[config.mk]
export PLATFORM = sky130hd
export DESIGN_NAME = ts0_reg_channel
export DESIGN_NICKNAME = d
export VERILOG_FILES = /design/src/rtl/ts0_pkg.sv /design/src/rtl/ts0_win.sv /design/src/rtl/ts0_rx.sv /design/src/rtl/ts0_msg.sv /design/src/rtl/ts0_tx.sv /design/src/rtl/ts0_reg_channel.sv
export SDC_FILE = /design/constraint.sdc
export NUM_CORES = 1
export LEC_CHECK = 0
export ABC_AREA = 1
export ABC_CLOCK_PERIOD_IN_PS = 1500
export CAP_MARGIN = 15
export CORE_ASPECT_RATIO = 1.25
export CORE_MARGIN = 1.5
export CORE_UTILIZATION = 45
export CTS_BUF_LIST = sky130_fd_sc_hd__clkbuf_8
export CTS_CLUSTER_DIAMETER = 60
export CTS_CLUSTER_SIZE = 14
export DETAILED_ROUTE_END_ITERATION = 8
export GPL_TIMING_DRIVEN = 0
export PLACE_DENSITY_LB_ADDON = 0.08
export SYNTH_ARGS = -nofsm -noshare
export SYNTH_HDL_FRONTEND = slang
export SYNTH_SLANG_ARGS = --single-unit
[constraint.sdc]
create_clock -name clk_i -period 1.5 [get_ports clk_i]
set_input_delay 0.3 -clock clk_i [delete_from_list [all_inputs] [get_ports clk_i]]
set_output_delay 0.3 -clock clk_i [all_outputs]
set_load 0.02 [all_outputs]
[src/rtl/ts0_pkg.sv]
package ts0_pkg;
  localparam int SLOT_W = 8;
  localparam int IDX_W  = $clog2(SLOT_W);
  localparam int ADDR_W = SLOT_W - 2;
  localparam int DATA_W = SLOT_W - 1;
  localparam int FLAG_B = SLOT_W - 1;  // header/payload marker
  localparam int RW_B   = SLOT_W - 2;  // read request in header

  typedef enum logic [1:0] {TX_IDLE, TX_HDR, TX_DAT} tx_st_e;

  function automatic logic [SLOT_W-1:0] hdr_byte(input logic [ADDR_W-1:0] a);
    return {1'b0, 1'b1, a};
  endfunction

  function automatic logic [SLOT_W-1:0] dat_byte(input logic [DATA_W-1:0] d);
    return {1'b1, d};
  endfunction
endpackage

[src/rtl/ts0_win.sv]
module ts0_win
  import ts0_pkg::*;
(
  input  logic             clk_i,
  input  logic             rst_ni,
  input  logic             fs_i,
  output logic             win_o,
  output logic [IDX_W-1:0] idx_o,
  output logic             last_o
);
  localparam logic [IDX_W-1:0] IDX_LAST = IDX_W'(SLOT_W - 1);

  logic             busy;
  logic [IDX_W-1:0] cnt;

  always_ff @(posedge clk_i or negedge rst_ni) begin
    if (!rst_ni) begin
      busy <= 1'b0;
      cnt  <= '0;
    end else if (fs_i) begin
      busy <= 1'b1;
      cnt  <= IDX_W'(1);
    end else if (busy) begin
      cnt <= cnt + IDX_W'(1);
      if (cnt == IDX_LAST) busy <= 1'b0;
    end
  end

  assign win_o  = fs_i | busy;
  assign idx_o  = fs_i ? '0 : cnt;
  assign last_o = win_o && (idx_o == IDX_LAST);

  a_r1_win_closes: assert property (@(posedge clk_i) disable iff (!rst_ni)
    (busy && !fs_i && cnt == IDX_LAST) |=> !busy);
endmodule

[src/rtl/ts0_rx.sv]
module ts0_rx
  import ts0_pkg::*;
(
  input  logic              clk_i,
  input  logic              rst_ni,
  input  logic              sdi_i,
  input  logic              win_i,
  input  logic [IDX_W-1:0]  idx_i,
  input  logic              last_i,
  output logic              vld_o,
  output logic [SLOT_W-1:0] byte_o
);
  logic [SLOT_W-1:0] sh;

  always_ff @(posedge clk_i or negedge rst_ni) begin
    if (!rst_ni)    sh <= '0;
    else if (win_i) sh[idx_i] <= sdi_i;
  end

  // last bit bypasses the register so the byte is usable at the final edge
  always_comb begin
    byte_o         = sh;
    byte_o[FLAG_B] = sdi_i;
  end

  assign vld_o = last_i;
endmodule

[src/rtl/ts0_msg.sv]
module ts0_msg
  import ts0_pkg::*;
(
  input  logic              clk_i,
  input  logic              rst_ni,
  input  logic              vld_i,
  input  logic [SLOT_W-1:0] byte_i,
  output logic              we_o,
  output logic [ADDR_W-1:0] waddr_o,
  output logic [DATA_W-1:0] wdata_o,
  output logic [ADDR_W-1:0] raddr_o,
  output logic              fire_o
);
  logic              pend;
  logic              p_rw;
  logic [ADDR_W-1:0] p_addr;
  logic              first, second;

  assign first  = vld_i && !byte_i[FLAG_B];
  assign second = vld_i &&  byte_i[FLAG_B] && pend;
  assign fire_o = second && p_rw;

  always_ff @(posedge clk_i or negedge rst_ni) begin
    if (!rst_ni) begin
      pend    <= 1'b0;
      p_rw    <= 1'b0;
      p_addr  <= '0;
      we_o    <= 1'b0;
      waddr_o <= '0;
      wdata_o <= '0;
    end else begin
      we_o <= 1'b0;
      if (first) begin
        pend   <= 1'b1;
        p_rw   <= byte_i[RW_B];
        p_addr <= byte_i[ADDR_W-1:0];
      end else if (second) begin
        pend <= 1'b0;
        if (!p_rw) begin
          we_o    <= 1'b1;
          waddr_o <= p_addr;
          wdata_o <= byte_i[DATA_W-1:0];
        end
      end
    end
  end

  assign raddr_o = p_addr;

  a_r5_we_needs_pend: assert property (@(posedge clk_i) disable iff (!rst_ni)
    we_o |-> $past(pend));
  a_r6_header_arms: assert property (@(posedge clk_i) disable iff (!rst_ni)
    first |=> (pend && p_addr == $past(byte_i[ADDR_W-1:0])));
endmodule

[src/rtl/ts0_tx.sv]
module ts0_tx
  import ts0_pkg::*;
(
  input  logic              clk_i,
  input  logic              rst_ni,
  input  logic              fire_i,
  input  logic              win_i,
  input  logic [IDX_W-1:0]  idx_i,
  input  logic              last_i,
  input  logic [ADDR_W-1:0] rd_addr_i,
  input  logic [DATA_W-1:0] rd_data_i,
  output logic              sdo_o,
  output logic              oe_o
);
  tx_st_e            st;
  logic [ADDR_W-1:0] r_addr;
  logic [DATA_W-1:0] r_data;
  logic [SLOT_W-1:0] cur;

  always_ff @(posedge clk_i or negedge rst_ni) begin
    if (!rst_ni) begin
      st     <= TX_IDLE;
      r_addr <= '0;
      r_data <= '0;
    end else if (fire_i) begin
      st     <= TX_HDR;
      r_addr <= rd_addr_i;
      r_data <= rd_data_i;
    end else if (last_i) begin
      case (st)
        TX_HDR:  st <= TX_DAT;
        default: st <= TX_IDLE;
      endcase
    end
  end

  assign cur   = (st == TX_HDR) ? hdr_byte(r_addr) : dat_byte(r_data);
  assign oe_o  = win_i && (st != TX_IDLE);
  assign sdo_o = oe_o && cur[idx_i];

  a_r4_dat_after_hdr: assert property (@(posedge clk_i) disable iff (!rst_ni)
    (st == TX_DAT) |-> ($past(st) != TX_IDLE));
endmodule

[src/rtl/ts0_reg_channel.sv]
module ts0_reg_channel
  import ts0_pkg::*;
(
  input  logic              clk_i,
  input  logic              rst_ni,
  input  logic              fs_i,
  input  logic              sdi_i,
  output logic              sdo_o,
  output logic              sdo_oe_o,
  output logic              we_o,
  output logic [ADDR_W-1:0] waddr_o,
  output logic [DATA_W-1:0] wdata_o,
  output logic [ADDR_W-1:0] raddr_o,
  input  logic [DATA_W-1:0] rdata_i
);
  logic              win, last, vld, fire;
  logic [IDX_W-1:0]  idx;
  logic [SLOT_W-1:0] rx_byte;

  ts0_win u_win (
    .clk_i, .rst_ni, .fs_i,
    .win_o(win), .idx_o(idx), .last_o(last)
  );

  ts0_rx u_rx (
    .clk_i, .rst_ni, .sdi_i,
    .win_i(win), .idx_i(idx), .last_i(last),
    .vld_o(vld), .byte_o(rx_byte)
  );

  ts0_msg u_msg (
    .clk_i, .rst_ni,
    .vld_i(vld), .byte_i(rx_byte),
    .we_o, .waddr_o, .wdata_o, .raddr_o,
    .fire_o(fire)
  );

  ts0_tx u_tx (
    .clk_i, .rst_ni,
    .fire_i(fire), .win_i(win), .idx_i(idx), .last_i(last),
    .rd_addr_i(raddr_o), .rd_data_i(rdata_i),
    .sdo_o, .oe_o(sdo_oe_o)
  );

  a_r7_oe_in_win: assert property (@(posedge clk_i) disable iff (!rst_ni)
    sdo_oe_o |-> win);
  a_r2_we_single: assert property (@(posedge clk_i) disable iff (!rst_ni)
    we_o |=> !we_o);
  a_r3_read_no_write: assert property (@(posedge clk_i) disable iff (!rst_ni)
    fire |=> !we_o);
endmodule

Word-level counts from Yosys, hierarchy flattened
Cells that the tools add are included.
{ "word_totals": {"ff_bits": 49, "output_inout_bits": 22, "word_cells": 55, "mem_count": 0, "input_bits": 11, "romBits": 0, "latch_bits": 0, "ramBits": 0} }
{ "op_classes": {"n_eq_ne": 3, "n_bitwise": 3, "mux": 20, "div": 0, "order_cmp": 2, "n_mul": 0, "addsub": 1, "shifts": 0, "reduce_logical": 14} }
{ "ops": {"columns": ["operator", "count"], "rows": [
  ["2-to-1 mux 1 bit", 10],
  ["2-to-1 mux 3 bit", 3],
  ["bitwise mux 8 bit", 1],
  ["logical AND 1 bit", 8],
  ["2-to-1 mux 8 bit", 1],
  ["nonzero test 2 bit", 4],
  ["== test 3 bit, second input constant", 2],
  ["2-to-1 mux 2 bit", 3],
  ["< comparator 3 x 4 -> 1 bit, second input constant", 1],
  ["adder 3 x 1 -> 3 bit, second input constant", 1],
  ["binary-select mux 1 bit (select 3 bit)", 1],
  ["demux 1 bit (select 3 bit)", 1],
  [">= comparator 3 x 1 -> 1 bit, second input constant", 1],
  ["AND reduction 3 bit", 1],
  ["== test 2 x 1 -> 1 bit, second input constant", 1],
  ["NOT 1 bit", 2],
  ["logical NOT 1 bit", 1],
  ["OR 1 bit", 1]
]} }

Longest topological paths before layout
{ "depth": {"ltp_word": 7, "mapped_depth": 10, "mapped_depth_nobuf": 9} }

By module
A second synthesis with hierarchy kept.
{ "hier_totals": {"hier_cells": 274, "area_unflattened_um2": 2229.6} }
{ "by_module_without_submodules": {"columns": ["mod", "n_inst", "area_each_um2", "cells_per_inst"], "rows": [
  ["ts0_msg", 1, 898.4, 96],
  ["ts0_tx", 1, 752.0, 101],
  ["ts0_rx", 1, 357.8, 48],
  ["ts0_win", 1, 221.5, 29]
]} }

Worst setup path after synthesis
Ideal clock, no wire load.
{ "synth_path": {"path_kind": "reg-to-output", "start": "register u_tx.st[0]", "end": "output port sdo_o", "required_time_ns": 1.200, "path_slack_ns": -0.101, "path_buffers": 0, "path_stages_with_launch": 9, "arrival_time_ns": 1.301, "path_cell_list": "dfrtp_1 > inv_1 > nor2_1 > nor2_1 > nor2_1 > nor2_1 > nor2_1 > nand2_1 > nor2_1"} }
{ "synth_via": {"elab_chain_len": 5, "word_cells_on_any_way": 7, "cone_classes": "1 x eq/ne; 3 x mux; 3 x reduce/logical"} }
{ "synth_lines": {"columns": ["item", "line_no", "text"], "rows": [
  ["start, declared", "ts0_tx.sv:15", "tx_st_e st;"],
  ["start signal, assigned", "ts0_tx.sv:22", "st <= TX_IDLE;"],
  ["start signal, assigned", "ts0_tx.sv:26", "st <= TX_HDR;"],
  ["start signal, assigned", "ts0_tx.sv:31", "TX_HDR: st <= TX_DAT;"],
  ["== test 2 x 1 -> 1 bit", "ts0_tx.sv:37", "assign cur = (st == TX_HDR) ? hdr_byte(r_addr) : dat_byte(r_data);"],
  ["2-to-1 mux 8 bit", "ts0_tx.sv:37", null],
  ["binary-select mux 1 bit (select 3 bit)", "ts0_tx.sv:39", "assign sdo_o = oe_o && cur[idx_i];"],
  ["2-to-1 mux 1 bit (implied by the code)", "ts0_tx.sv:39", null],
  ["logical AND 1 bit (*)", "ts0_tx.sv:39", null],
  ["end, declared", "ts0_reg_channel.sv:8", "output logic sdo_o,"]
]} }
Every way passes the cells marked *; elsewhere a longest branch is shown, timed or not. The select of a mux whose other input is x is not followed.

Final worst setup path
Ends and elaborated chain as after synthesis.

==> impl_metrics.prom <==
# TYPE chip_impl_metric gauge
chip_impl_metric{name="dpl.hpwl",unit="mm"} 3.15
chip_impl_metric{name="syn-cell-area",unit="mm^2"} 0.00208
chip_impl_metric{name="post_synth_num_cell_types",unit=""} 22
chip_impl_metric{name="route.antenna.remaining_nets",unit=""} 0
chip_impl_metric{name="pin_count",unit=""} 33
chip_impl_metric{name="post-synth-top-area-fraction",unit="%"} 57.7
chip_impl_metric{name="clk_latency",unit="ns"} 0.30
chip_impl_metric{name="ff_latch_area",unit="mm^2"} 0.00120
chip_impl_metric{name="gr-total-overflow",unit=""} 0
chip_impl_metric{name="dp_worst_setup_slack",unit="ns"} -0.949
chip_impl_metric{name="synth-warning-count",unit=""} 0
chip_impl_metric{name="multi_input_comb_area",unit="um^2"} 828
chip_impl_metric{name="timing_worst_slew_pin_value",unit="ns"} 0.527
chip_impl_metric{name="detail_route.vias_per_cell",unit=""} 4.99
chip_impl_info{name="setup.worst_path.start_class",value="register"} 1
chip_impl_metric{name="hold_viol",unit=""} 0
chip_impl_info{name="cp-end-kind",value="primary output"} 1
chip_impl_metric{name="finalSetupTns",unit="ns"} -0.390
chip_impl_metric{name="design.final.nets",unit=""} 304
chip_impl_metric{name="chipWidth",unit="um"} 63.9
chip_impl_metric{name="portBuffers",unit=""} 32
chip_impl_metric{name="post_drt_wl_per_cell",unit="um"} 13.5
chip_impl_metric{name="worst_ir_drop_vdd",unit="mV"} 0.612
chip_impl_metric{name="pre_antenna_drt_iters",unit=""} 4
chip_impl_metric{name="die-height",unit="um"} 79.1
chip_impl_metric{name="core_region_area",unit="mm^2"} 0.00443
chip_impl_info{name="outcome",value="finished with violations"} 1
chip_impl_metric{name="num_antenna_cells",unit=""} 0
chip_impl_metric{name="total_leakage_power",unit="uW"} 0.00147
chip_impl_info{name="synth_area_leader_cell",value="dfrtp_1"} 1
chip_impl_info{name="synth_area_leaders",value="dfrtp_1, nand2_1, nand3_1, o21ai_0, inv_1"} 1
chip_impl_metric{name="postSynthNetCount",unit=""} 246
chip_impl_metric{name="path_clk_slew",unit="ns"} 0.09
chip_impl_metric{name="maxCapViolations",unit=""} 0
chip_impl_metric{name="synth_area_per_cell",unit="um^2"} 8.94
chip_impl_metric{name="clock_tree.htree_level_count",unit=""} 2
chip_impl_metric{name="synth.yosys.seq_area_share",unit="%"} 57.7
chip_impl_metric{name="cp.arrival",unit="ns"} 1.54
chip_impl_metric{name="power.total",unit="uW"} 3490
chip_impl_metric{name="area_enclosed_by_the_die_boundary",unit="mm^2"} 0.00505
chip_impl_metric{name="setup-violations-final",unit=""} 2
chip_impl_info{name="violations",value="negative setup slack"} 1
chip_impl_metric{name="vias_in_the_first_global_route",unit=""} 1627
chip_impl_info{name="mostFrequentLayoutCells",value="nand2_1, dfrtp_1, dlygate4sd2_1"} 1
chip_impl_metric{name="areaGrowthSynthToFinish",unit="%"} 33.0
chip_impl_metric{name="nFillCells",unit=""} 397
chip_impl_info{name="rsz0062_at_grt",value="yes"} 1
chip_impl_metric{name="min_period_over_period",unit="%"} 123
chip_impl_metric{name="grt_resource_usage_total",unit="%"} 20.3
chip_impl_metric{name="non_filler_instance_count_after_layout",unit=""} 349
chip_impl_metric{name="wirelength",unit="mm"} 4.71
chip_impl_metric{name="timing.slew.headroom",unit="%"} 64.9
chip_impl_metric{name="drt_iter0_drc",unit=""} 126
chip_impl_info{name="root_buffer_selected_by_cts",value="clkbuf_8"} 1
chip_impl_metric{name="timing.critical_path.required",unit="ns"} 1.20
chip_impl_metric{name="cts-buffers-inserted",unit=""} 5
chip_impl_metric{name="power_per_cell_area",unit="mW/mm^2"} 1260
chip_impl_metric{name="rows",unit=""} 27
chip_impl_metric{name="tritoncts_num_sinks",unit=""} 48
chip_impl_metric{name="finish.utilization",unit="%"} 62.6
chip_impl_metric{name="skew",unit="ns"} 0.00759
chip_impl_metric{name="max_clock_freq",unit="MHz"} 542
chip_impl_metric{name="number_of_instances_in_the_synthesized_netlist",unit=""} 233
chip_impl_metric{name="final-max-slew-violation-count",unit=""} 0
chip_impl_metric{name="dr_total_vias",unit=""} 1740
chip_impl_metric{name="initial_core_util",unit="%"} 47.1
chip_impl_metric{name="placedCellCount",unit=""} 324
chip_impl_metric{name="postLayoutSetupSlackWorst",unit="ns"} -0.344
chip_impl_info{name="tightest_hold_check_type",value="in -> reg"} 1
chip_impl_metric{name="drive_above_1_share",unit="%"} 21.0
chip_impl_metric{name="grt_pass1_wl",unit="mm"} 7.89
chip_impl_metric{name="worst-r2r-setup-slack",unit="ns"} 0.02
chip_impl_info{name="tritoncts",value="built"} 1
chip_impl_info{name="timing_worst_setup_path_type",value="reg -> out"} 1
chip_impl_metric{name="min_period",unit="ns"} 1.84
chip_impl_metric{name="detail_route.drc_violations",unit=""} 0
chip_impl_metric{name="grt_max_degree",unit=""} 28
chip_impl_metric{name="max-clock-path-buffers",unit=""} 2
chip_impl_metric{name="crit_path_max_fanout",unit=""} 7
chip_impl_metric{name="final_gp_congestion",unit=""} 0.808
chip_impl_metric{name="synth_seq_cells",unit=""} 48
chip_impl_info{name="most_common_library_cell_in_the_layout_ignoring_fill_and_taps",value="nand2_1"} 1
chip_impl_metric{name="antenna_found_initial",unit=""} 0
-- area by class of cell --
type	count	share of cell area, %
clock buffer	5	2.48
tap	58	2.62
multi-input combinational	159	29.9
inverter	20	2.89
timing repair buffer	52	16.2
sequential	48	43.4
clock inverter	2	0.451
buffer	5	2.03
-- worst max-delay path: stages, from the launching register on --
cell and delay [ns]:
dfrtp_1 0.41, inv_2 0.07, nor2_4 0.16, nand2_1 0.10, nand3_1 0.08, nand2_1 0.08, nand2_1 0.06, nand2_1 0.06
nor2_2 0.10, buf_6 0.13
-- kinds of logic (layout without fill, tap and decap cells) --
kind of cell	after synthesis	after routing	share of synthesized area (%)
AOI/OAI and AO/OA	43	43	10.9
adders and majority gates	2	2	1.20
buffers and inverters	26	84	5.46
DFF	48	48	57.7
and+or+nand+nor	114	114	24.7
-- stage by stage --
step | area, um^2 | hold WS (ns)
2_1_floorplan | 2090 | 0.00441
3_3_place_gp | 2480 | 0.463
3_5_place_dp | 2500 | 0.303
4_1_cts | 2680 | 0.458
5_1_grt | 2770 | 0.456
6_report | 2770 | 0.437
-- power breakdown --
part	internal, uW	switching [uW]
clock network	316	425
logic	398	597
registers	1520	228
-- per-layer routing --
layer  wire (um)  GRT usage, %
met2        2260          32.1
met1        2190          27.4
met3         180          4.25
met5           0             0
met4          84          7.83
-- registers in the layout, summed over array words and instances (netlist names) --
| signal | cells |
|---|---|
| u_msg.we_o | 1 |
| u_tx.st | 2 |
| u_rx.sh | 7 |
| u_tx.r_data | 7 |
| u_tx.r_addr | 6 |
| u_msg.pend | 1 |
| u_msg.p_rw | 1 |
| u_win.busy | 1 |
| u_win.cnt | 3 |
| u_msg.waddr_o | 6 |
| u_msg.raddr_o | 6 |
| u_msg.wdata_o | 7 |
-- path summary, 6_finish.rpt --
check / end / start / cells past startpoint
setup / recovery: sdo_o / u_tx.st[0] / 9
hold / removal: u_win.cnt[1] / fs_i / 4
setup reg to reg: u_tx.st[1] / u_win.cnt[2] / 9
hold reg to reg: u_tx.r_data[6] / u_tx.r_data[6] / 2
max in group asynchronous: u_win.cnt[1] / rst_ni / 3
min in group asynchronous: u_msg.waddr_o[2] / rst_ni / 2
-- synthesized netlist by cell type, drive strengths merged --
master	instances
a21oi	9
a31oi	7
buf	5
clkbuf	1
clkinv	1
dfrtp	48
ha	2
inv	19
nand2	77
nand3	18
nor2	19
o21ai	27
-- timing repair --
action,CTS,global route
cloned,0,1
endpoints found under the hold margin,21,0
resized for setup,40,23
hold buffers,1,0
setup endpoints to repair,62,38
pin swaps,12,5
setup buffers,12,6
Note: power is estimated with default switching activity, not from simulation.
